[config.mk]
export PLATFORM = sky130hd
export DESIGN_NAME = wseg_capture
export DESIGN_NICKNAME = d
export VERILOG_FILES = /design/src/rtl/wseg_pkg.sv /design/src/rtl/wseg_store.sv /design/src/rtl/wseg_ctrl.sv /design/src/rtl/wseg_reader.sv /design/src/rtl/wseg_capture.sv
export SDC_FILE = /design/constraint.sdc
export NUM_CORES = 2
export LEC_CHECK = 0
export ABC_AREA = 1
export BUFFER_PORTS_ARGS = -buffer_cell sky130_fd_sc_hd__buf_2
export CORE_ASPECT_RATIO = 1.5
export CORE_UTILIZATION = 30
export CTS_CLUSTER_SIZE = 8
export DETAILED_ROUTE_END_ITERATION = 6
export GPL_TIMING_DRIVEN = 1
export PLACE_DENSITY = 0.53
export SYNTH_ARGS = -nofsm -noshare
export SYNTH_HDL_FRONTEND = slang
export SYNTH_SLANG_ARGS = --single-unit
[constraint.sdc]
create_clock -name clk -period 15 [get_ports clk]
set_input_delay 1.5 -clock clk [delete_from_list [all_inputs] [get_ports clk]]
set_output_delay 1.5 -clock clk [all_outputs]
set_load 0.03 [all_outputs]
[src/rtl/wseg_pkg.sv]
package wseg_pkg;

  typedef enum logic [2:0] {
    CAP_IDLE,
    CAP_FILL,
    CAP_ARMED,
    CAP_DELAY,
    CAP_POST,
    CAP_DONE
  } cap_state_t;

  // Next ring write position for a ring of 'len' entries.
  function automatic int unsigned ring_step(int unsigned wp, int unsigned len);
    return (wp + 1 >= len) ? 0 : wp + 1;
  endfunction

  // Slot offset of readout beat k: rotated ring first, then the linear part.
  function automatic int unsigned order_offset(int unsigned k, int unsigned oldest,
                                               int unsigned pre_len, int unsigned pre_max);
    int unsigned p;
    if (k < pre_len) begin
      p = oldest + k;
      if (p >= pre_len) p = p - pre_len;
      return p;
    end
    return pre_max + (k - pre_len);
  endfunction

endpackage

[src/rtl/wseg_store.sv]
module wseg_store #(
  parameter int DATA_W = 8,
  parameter int DEPTH  = 256,
  parameter int ADDR_W = 8
) (
  input  logic              clk,
  input  logic              wr_en,
  input  logic [ADDR_W-1:0] wr_addr,
  input  logic [DATA_W-1:0] wr_data,
  input  logic [ADDR_W-1:0] rd_addr,
  output logic [DATA_W-1:0] rd_data
);

  logic [DATA_W-1:0] mem [DEPTH];

  always_ff @(posedge clk) begin
    if (wr_en) mem[wr_addr] <= wr_data;
  end

  assign rd_data = mem[rd_addr];

endmodule

[src/rtl/wseg_ctrl.sv]
module wseg_ctrl import wseg_pkg::*; #(
  parameter int PRE_MAX = 16,
  parameter int NREC    = 8,
  parameter int DLY_W   = 8,
  parameter int REC_MAX = 32,
  parameter int PI_W    = 4,
  parameter int QI_W    = 4,
  parameter int LEN_PW  = 5,
  parameter int LEN_QW  = 5,
  parameter int SLOT_W  = 3,
  parameter int CNT_W   = 4,
  parameter int ADDR_W  = 8
) (
  input  logic              clk,
  input  logic              rst_n,
  input  logic              arm,
  input  logic [LEN_PW-1:0] cfg_pre_len,
  input  logic [LEN_QW-1:0] cfg_post_len,
  input  logic [DLY_W-1:0]  cfg_delay,
  input  logic [CNT_W-1:0]  cfg_waves,
  input  logic              adc_vld,
  input  logic              trig,
  input  logic [SLOT_W-1:0] ptr_idx,
  output logic [PI_W-1:0]   ptr_out,
  output logic              wr_en,
  output logic [ADDR_W-1:0] wr_addr,
  output logic [LEN_PW-1:0] pre_len_q,
  output logic [LEN_QW-1:0] post_len_q,
  output logic [CNT_W-1:0]  rec_count,
  output logic              slice_done,
  output logic              trig_accept,
  output logic              rec_done,
  output logic              ring_full
);

  cap_state_t        st;
  logic [PI_W-1:0]   wp;
  logic [LEN_PW-1:0] fill;
  logic [QI_W-1:0]   pidx;
  logic [DLY_W-1:0]  dcnt;
  logic [DLY_W-1:0]  delay_q;
  logic [CNT_W-1:0]  waves_q;
  logic [SLOT_W-1:0] slot;
  logic [PI_W-1:0]   ptr_q [NREC];

  logic            pre_wr;
  logic            post_wr;
  logic            last_wave;
  logic [PI_W-1:0] wp_nxt;

  assign wp_nxt      = PI_W'(ring_step(32'(wp), 32'(pre_len_q)));
  assign pre_wr      = ((st == CAP_FILL) || (st == CAP_ARMED)) && adc_vld;
  assign post_wr     = (st == CAP_POST) && adc_vld;
  assign ring_full   = (32'(fill) == 32'(pre_len_q));
  assign trig_accept = (st == CAP_ARMED) && trig;
  assign rec_done    = post_wr && (32'(pidx) + 1 == 32'(post_len_q));
  assign last_wave   = (32'(rec_count) + 1 >= 32'(waves_q));
  assign wr_en       = pre_wr || post_wr;
  assign wr_addr     = ADDR_W'(32'(slot) * REC_MAX +
                               (pre_wr ? 32'(wp) : PRE_MAX + 32'(pidx)));
  assign ptr_out     = ptr_q[ptr_idx];

  always_ff @(posedge clk) begin
    if (!rst_n) begin
      st         <= CAP_IDLE;
      wp         <= '0;
      fill       <= '0;
      pidx       <= '0;
      dcnt       <= '0;
      delay_q    <= '0;
      waves_q    <= '0;
      pre_len_q  <= LEN_PW'(1);
      post_len_q <= LEN_QW'(1);
      slot       <= '0;
      rec_count  <= '0;
      slice_done <= 1'b0;
      for (int i = 0; i < NREC; i++) ptr_q[i] <= '0;
    end else if (arm) begin
      st         <= CAP_FILL;
      pre_len_q  <= cfg_pre_len;
      post_len_q <= cfg_post_len;
      delay_q    <= cfg_delay;
      waves_q    <= cfg_waves;
      wp         <= '0;
      fill       <= '0;
      slot       <= '0;
      rec_count  <= '0;
      slice_done <= 1'b0;
    end else begin
      unique case (st)
        CAP_FILL: begin
          if (adc_vld) begin
            wp   <= wp_nxt;
            fill <= fill + 1'b1;
            if (32'(fill) + 1 == 32'(pre_len_q)) st <= CAP_ARMED;
          end
        end
        CAP_ARMED: begin
          if (adc_vld) wp <= wp_nxt;
          if (trig) begin
            ptr_q[slot] <= adc_vld ? wp_nxt : wp;
            dcnt        <= delay_q;
            pidx        <= '0;
            st          <= (delay_q == '0) ? CAP_POST : CAP_DELAY;
          end
        end
        CAP_DELAY: begin
          dcnt <= dcnt - 1'b1;
          if (dcnt == DLY_W'(1)) st <= CAP_POST;
        end
        CAP_POST: begin
          if (adc_vld) begin
            if (rec_done) begin
              rec_count <= rec_count + 1'b1;
              if (last_wave) begin
                st         <= CAP_DONE;
                slice_done <= 1'b1;
              end else begin
                st   <= CAP_FILL;
                fill <= '0;
                wp   <= '0;
                slot <= slot + 1'b1;
              end
            end else begin
              pidx <= pidx + 1'b1;
            end
          end
        end
        default: ;
      endcase
    end
  end

endmodule

[src/rtl/wseg_reader.sv]
module wseg_reader import wseg_pkg::*; #(
  parameter int PRE_MAX = 16,
  parameter int REC_MAX = 32,
  parameter int PI_W    = 4,
  parameter int LEN_PW  = 5,
  parameter int LEN_QW  = 5,
  parameter int SLOT_W  = 3,
  parameter int CNT_W   = 4,
  parameter int ADDR_W  = 8,
  parameter int K_W     = 5
) (
  input  logic              clk,
  input  logic              rst_n,
  input  logic              rd_req,
  input  logic [CNT_W-1:0]  rd_nrec,
  input  logic [CNT_W-1:0]  rec_count,
  input  logic [LEN_PW-1:0] pre_len_q,
  input  logic [LEN_QW-1:0] post_len_q,
  input  logic [PI_W-1:0]   ptr_in,
  input  logic              out_ready,
  output logic [SLOT_W-1:0] ptr_idx,
  output logic [ADDR_W-1:0] rd_addr,
  output logic              out_valid,
  output logic              out_last,
  output logic [SLOT_W-1:0] out_rec
);

  logic              busy;
  logic [SLOT_W-1:0] rec;
  logic [K_W-1:0]    k;
  logic [CNT_W-1:0]  nrec_q;
  logic [CNT_W-1:0]  grant;
  int unsigned       rec_len;

  assign rec_len   = 32'(pre_len_q) + 32'(post_len_q);
  assign grant     = (rd_nrec < rec_count) ? rd_nrec : rec_count;
  assign ptr_idx   = rec;
  assign out_rec   = rec;
  assign out_valid = busy;
  assign out_last  = busy && (32'(k) + 1 == rec_len);
  assign rd_addr   = ADDR_W'(32'(rec) * REC_MAX +
                             order_offset(32'(k), 32'(ptr_in), 32'(pre_len_q), PRE_MAX));

  always_ff @(posedge clk) begin
    if (!rst_n) begin
      busy   <= 1'b0;
      rec    <= '0;
      k      <= '0;
      nrec_q <= '0;
    end else if (!busy) begin
      if (rd_req && (grant != '0)) begin
        busy   <= 1'b1;
        rec    <= '0;
        k      <= '0;
        nrec_q <= grant;
      end
    end else if (out_ready) begin
      if (out_last) begin
        k <= '0;
        if (32'(rec) + 1 == 32'(nrec_q)) busy <= 1'b0;
        else                             rec  <= rec + 1'b1;
      end else begin
        k <= k + 1'b1;
      end
    end
  end

endmodule

[src/rtl/wseg_capture.sv]
module wseg_capture #(
  parameter int DATA_W   = 8,
  parameter int PRE_MAX  = 16,
  parameter int POST_MAX = 16,
  parameter int NREC     = 8,
  parameter int DLY_W    = 8,
  localparam int REC_MAX = PRE_MAX + POST_MAX,
  localparam int PI_W    = $clog2(PRE_MAX > 1 ? PRE_MAX : 2),
  localparam int QI_W    = $clog2(POST_MAX > 1 ? POST_MAX : 2),
  localparam int LEN_PW  = $clog2(PRE_MAX + 1),
  localparam int LEN_QW  = $clog2(POST_MAX + 1),
  localparam int SLOT_W  = $clog2(NREC > 1 ? NREC : 2),
  localparam int CNT_W   = $clog2(NREC + 1),
  localparam int DEPTH   = NREC * REC_MAX,
  localparam int ADDR_W  = $clog2(DEPTH),
  localparam int K_W     = $clog2(REC_MAX)
) (
  input  logic              clk,
  input  logic              rst_n,
  input  logic              arm,
  input  logic [LEN_PW-1:0] cfg_pre_len,
  input  logic [LEN_QW-1:0] cfg_post_len,
  input  logic [DLY_W-1:0]  cfg_delay,
  input  logic [CNT_W-1:0]  cfg_waves,
  input  logic [DATA_W-1:0] adc_data,
  input  logic              adc_vld,
  input  logic              trig,
  input  logic              rd_req,
  input  logic [CNT_W-1:0]  rd_nrec,
  input  logic              out_ready,
  output logic              out_valid,
  output logic [DATA_W-1:0] out_data,
  output logic              out_last,
  output logic [SLOT_W-1:0] out_rec,
  output logic [CNT_W-1:0]  rec_count,
  output logic              slice_done
);

  logic              wr_en;
  logic [ADDR_W-1:0] wr_addr;
  logic [ADDR_W-1:0] rd_addr;
  logic [LEN_PW-1:0] pre_len_q;
  logic [LEN_QW-1:0] post_len_q;
  logic [SLOT_W-1:0] ptr_idx;
  logic [PI_W-1:0]   ptr_out;
  logic              trig_accept;
  logic              rec_done;
  logic              ring_full;

  wseg_ctrl #(
    .PRE_MAX(PRE_MAX), .NREC(NREC), .DLY_W(DLY_W), .REC_MAX(REC_MAX),
    .PI_W(PI_W), .QI_W(QI_W), .LEN_PW(LEN_PW), .LEN_QW(LEN_QW),
    .SLOT_W(SLOT_W), .CNT_W(CNT_W), .ADDR_W(ADDR_W)
  ) u_ctrl (
    .clk(clk), .rst_n(rst_n), .arm(arm),
    .cfg_pre_len(cfg_pre_len), .cfg_post_len(cfg_post_len),
    .cfg_delay(cfg_delay), .cfg_waves(cfg_waves),
    .adc_vld(adc_vld), .trig(trig),
    .ptr_idx(ptr_idx), .ptr_out(ptr_out),
    .wr_en(wr_en), .wr_addr(wr_addr),
    .pre_len_q(pre_len_q), .post_len_q(post_len_q),
    .rec_count(rec_count), .slice_done(slice_done),
    .trig_accept(trig_accept), .rec_done(rec_done), .ring_full(ring_full)
  );

  wseg_store #(.DATA_W(DATA_W), .DEPTH(DEPTH), .ADDR_W(ADDR_W)) u_store (
    .clk(clk), .wr_en(wr_en), .wr_addr(wr_addr), .wr_data(adc_data),
    .rd_addr(rd_addr), .rd_data(out_data)
  );

  wseg_reader #(
    .PRE_MAX(PRE_MAX), .REC_MAX(REC_MAX), .PI_W(PI_W), .LEN_PW(LEN_PW),
    .LEN_QW(LEN_QW), .SLOT_W(SLOT_W), .CNT_W(CNT_W), .ADDR_W(ADDR_W), .K_W(K_W)
  ) u_reader (
    .clk(clk), .rst_n(rst_n), .rd_req(rd_req), .rd_nrec(rd_nrec),
    .rec_count(rec_count), .pre_len_q(pre_len_q), .post_len_q(post_len_q),
    .ptr_in(ptr_out), .out_ready(out_ready), .ptr_idx(ptr_idx),
    .rd_addr(rd_addr), .out_valid(out_valid), .out_last(out_last),
    .out_rec(out_rec)
  );

endmodule

Word-level counts from Yosys, hierarchy flattened
Memories as Yosys holds them, arrays and structs flattened. A register that Yosys moved wholly into a read port is not among the register bits.
Cells that the tools add are included.

operators by class
  equality and inequality tests = 26
  order comparisons = 5
  multiplexer cells = 60
  $add $sub $neg = 21
  bitwise logic cells = 4
  reductions and logical operators = 31

operators by type and width
  operator                                                        number
  32-bit by 5-bit equality test with 1-bit output                 2
  3-bit 2-to-1 mux                                                16
  4-bit 2-to-1 mux                                                10
  5-bit 2-to-1 mux                                                8
  8-bit 2-to-1 mux                                                5
  32-bit equality test                                            1
  32-bit by 4-bit equality test with 1-bit output                 1
  32-bit by 4-bit >= comparator with 1-bit output                 1
  32-bit by 5-bit >= comparator with 1-bit output                 1
  2-bit != test (second input constant)                           10
  8-bit adder                                                     2
  1-bit 2-to-1 mux                                                16
  4-bit one-hot mux with 2 select lines                           2
  8-bit one-hot mux with 2 select lines                           1
  4-bit AND reduction                                             4
  4-bit by 1-bit adder with 5-bit output (second input constant)  3
  3-bit != test (second input constant)                           5
  7-bit AND reduction                                             2
  5-bit by 1-bit adder with 6-bit output (second input constant)  2
  3-bit one-hot mux with 4 select lines                           1
  5-bit by 1-bit adder with 5-bit output (second input constant)  2
  5-bit one-hot mux with 2 select lines                           1
  5-bit AND reduction                                             2
  2-bit nonzero test                                              5
  other kinds (29)                                                44

storage, ports and cells
  bits in writable memories = 2080
  flip-flop bits (word level) = 67
  output and inout bits = 18
  input port bits = 41
  memories kept = 2
  logic and storage cells = 166

memories
  memory        words  bits a word  read ports  clocked after memory_dff  write ports  RTL line          source
  u_store.mem   256    8            1           0                         1            wseg_store.sv:14  logic [DATA_W-1:0] mem [DEPTH];
  u_ctrl.ptr_q  8      4            1           1                         8            wseg_ctrl.sv:44   logic [PI_W-1:0] ptr_q [NREC];

Longest topological paths before layout
  word-level depth = 8
  gate-level depth with buffers = 35
  gate-level depth less buffers = 31

Cells and area by module
From an unflattened synthesis, not the netlist that was laid out.

unflattened totals
  cells, all modules = 7916
  area, all modules = 89827.4 µm²

modules (own cells, without submodules)
  module       cells each  seq. area each (µm²)  area an instance (µm²)  times used
  wseg_store   6995        61499.0               83236.1                 1
  wseg_ctrl    617         2042.0                4594.4                  1
  wseg_reader  304         260.2                 1996.9                  1

Worst setup path after synthesis
OpenSTA, ideal clock, no wires.

  kind = register -> output
  start point = register (tool-made name)
  end point = output out_data[5]
  required time = 13.500 ns
  arrival time = 4.630 ns
  buffers on the path = 4
  stages on the path, launching flop included = 28
  path slack = 8.870 ns
  path through = dfxtp_1 -> clkbuf_1 -> inv_1 -> clkbuf_1 -> nor2_1 -> o22ai_1 -> nor2_1 -> a31oi_1 -> ha_1 -> fa_1 -> xor2_1 -> ha_1 -> a21oi_1 -> o21ai_0 -> nand2_1 -> inv_1 -> o21ai_0 -> nand2_1 -> o211ai_1 -> o21ai_0 -> ha_1 -> fa_1 -> clkbuf_1 -> inv_1 -> buf_1 -> nand3_1 -> nand3_1 -> nand2_1

RTL lines
  item       RTL line            source
  to (decl)  wseg_capture.sv:32  output logic [DATA_W-1:0] out_data,

==> flow_summary.toml <==
[clock_tree]
cts.repair.resized = 0
cts_setup_buffers = 0
cts_tree = "built"
clk_pin_slew_ns = 0.05
h-tree-depth = 5
cts_buffers = 311
hold_buffers = 0
clk-insertion-delay-late_ns = 0.88
clockBufferDepth = 4
cts-root-buf = "clkbuf_16"
clock-sinks = 2150

[final_layout]
fin_area_um2 = 108000
area_growth_pct = 12.4
final_cell_mix = "edfxtp_1 (2,080), nand2_1 (1,852), nand3_1 (1,816)"
final_common_cell = "edfxtp_1"
fillers = 31600
fin_nets = 8832
drive_gt1_share_pct = 6.11

[synth]
syn-num-nets = 8942
syn-cell-area_um2 = 95900
synth.distinct_cells = 49
yosys-top-cells-area = "edfxtp_1 (65%), nand3_1 (9.5%), nand2_1 (7.3%)"
ys_warn_count = 0
synth_mux_area_share_pct = 0
synth-simple-area-share_pct = 23.1
synth_area_leader_cell = "edfxtp_1"
synth-seq-cells = 2150
seq_area_frac_synth_pct = 66.6
syn_avg_cell_area_um2 = 10.8
synth_xor_area_share_pct = 0.373
syn-instance-count = 8853
synth_compound_area_share_pct = 1.98
synth_top_cell_area_share_pct = 65.1
synthAdderAreaFrac_pct = 0.665
synth_top_family_by_area = "simple AND/OR/NAND/NOR gates"

[power]
ir_drop_v = 0.000212
power_switching_uw = 9330
seqPwrFrac_pct = 30.3
power.leakage_uw = 0.0404
clkPwrFrac_pct = 28.6
p_int_uw = 12600
power_density_nw_per_um2 = 203
swShare_pct = 42.6
p_comb_share_pct = 41.1
total_power_uw = 21900

[sta]
period_share_pct = 74.2
max_freq_mhz = 89.8
fin_crit_ns = 11.14
setup_viol = 0
slew_viol_final = 0
rsz0062_at_grt = "no"
final_hold_viol_count = 0
relSlewSlack_pct = 23.1
final.setup.tns_ns = 0
holdWs_ns = 0.468
finClkSkew_ns = 0.0735
worstMarginPinSlew_ns = 1.15
fin_ws_ns = 3.86

[floorplanning]
core_area_um2 = 317000
num_rows = 253
dieArea_um2 = 322000
die_x_um = 464
start_util_pct = 30.2
die_h_um = 695
boundaryPins = 59

[placement]
place_area_um2 = 99500
place_congestion = 0.854
place_ws_ns = 4.83
numPortBuffers = 58
hpwl_mm = 171

[drt]
via_per_inst = 5.02
postRouteAntennaNets = 0
wire_per_inst_um = 22.8
drt-total-wl_mm = 297
num_vias = 65300
drc = 0
drt_iter0_drc = 5725
first_pass_iters = 6

[setup_path]
path_delay_family = "simple AND/OR/NAND/NOR gates"
crit_required_ns = 13.50
worstSetupPathType = "reg2out"
path_common_cell = "nand2_1"
critPathMaxFanout = 183
cpMaxStageDelayCell = "nand2_8"
end_kind = "primary output"
start_kind = "flop"
worstPathArrival_ns = 9.64
path_buf_inv = 5
cpPeakStageDelay_ns = 0.73
rrSetupSlack_ns = 10.54

[global_routing]
grt_max_degree = 184
grt_overflow = 0
grt_pass1_vias = 65200
grt_util_all_layers_pct = 18.0
antenna_found_initial = 7
grt_pass1_wl_mm = 435

[hold_path]
hold_path.class = "reg2reg"

[flow_run]
maxCapViolCount = 0

[run_status]
outcome = "complete, no violations"
worst register-to-register path, cell delays in order, from the launching register on:
cell and delay [ns]:
dfxtp_1 0.36, inv_1 0.09, nor2_2 0.05, inv_1 0.09, nor2_1 0.06, inv_2 0.13
nand2_2 0.12, nand2_2 0.16, inv_2 0.18, or2_1 0.25, o21ai_1 0.23, inv_1 0.12
nor2_1 0.44, nand2_2 0.48, buf_4 0.43, nor2_1 0.85
cells in the mapped netlist, drive strengths merged:
cell type,instances
nor2,382
xor2,28
or2,8
clkbuf,66
buf,501
o211ai,118
a2111oi,2
nor3,9
o21ai,80
a41oi,1
o31ai,2
a21oi,70
o22ai,5
o21a,5
nand3,1820
o2111ai,2
xnor2,12
nor4,1
inv,1063
o211a,2
nand2,1878
nand3b,577
a31oi,7
ha,43
a211oi,7
clkinv,1
edfxtp,2080
dfxtp,70
fa,5
nand4,8
power groups by stage:
stage               Clock [µW]  Sequential (µW)  Combinational (µW)
finish                    6260             6630                9010
global route              6550             6620                9660
CTS                       6350             6630                9040
detailed placement           0             6740                9020
global placement             0             6740                9000
floorplan                    0             6730                5740
per-layer routing:
layer / up-vias / part of all wire [%] / wire, µm / track usage, %
met5: - / 0 / 0 / 0
met4: 0 / 5.7 / 16900 / 10.1
met3: 589 / 5.1 / 15200 / 2.26
met2: 2278 / 51 / 150000 / 31.8
met1: 32500 / 39 / 114000 / 20.9
li1: 29900 / - / - / -
worst paths after layout:
kind / cells after the start / to / start
worst max-delay path: 32 / out_data[1] / flop
worst max register to register: 15 / u_store.mem[89][0] / u_ctrl.st[1]
worst min register to register: 2 / u_ctrl.wp[3] / u_ctrl.wp[3]
worst min-delay path: 2 / u_ctrl.wp[3] / u_ctrl.wp[3]
through the flow:
step | cells | utilization, %
floorplan | 8853 | -
finish | 13000 | 34.0
global placement | 12600 | 31.4
detailed placement | 12600 | 31.4
global route | 13000 | 34.0
CTS | 13000 | 34.0
layout make-up:
cell class	instances	area, µm²	area share, %
sequential	2150	63900	59.2
multi-input combinational	5072	25200	23.4
clock buffer	340	8100	7.51
tap	4207	5260	4.88
inverter	1064	4010	3.72
timing repair buffer	144	1170	1.08
clock inverter	16	198	0.183
antenna	8	20.0	0.0186
cells by family after synthesis:
logic type,Yosys count
AO/OA/AOI/OAI,301
flip-flops,2150
XOR/XNOR,40
adder cells (fa/ha/maj),48
buffers and inverters,1631
AND/OR/NAND/NOR,4683
state kept, by name, summed over array words and instances, names as in the netlist, named ones only:
name	count
u_ctrl.st	3
u_store.mem	2048
u_ctrl.pre_len_q	5
u_ctrl.delay_q	8
u_ctrl.pidx	4
u_ctrl.slot	3
u_reader.nrec_q	4
u_ctrl.wp	4
u_reader.k	5
u_reader.out_rec	3
u_ctrl.slice_done	1
u_reader.out_valid	1
u_ctrl.waves_q	4
u_ctrl.ptr_q	32
u_ctrl.dcnt	8
u_ctrl.post_len_q	5
u_ctrl.fill	5
u_ctrl.rec_count	4
Note: power is estimated with default switching activity, not from simulation.
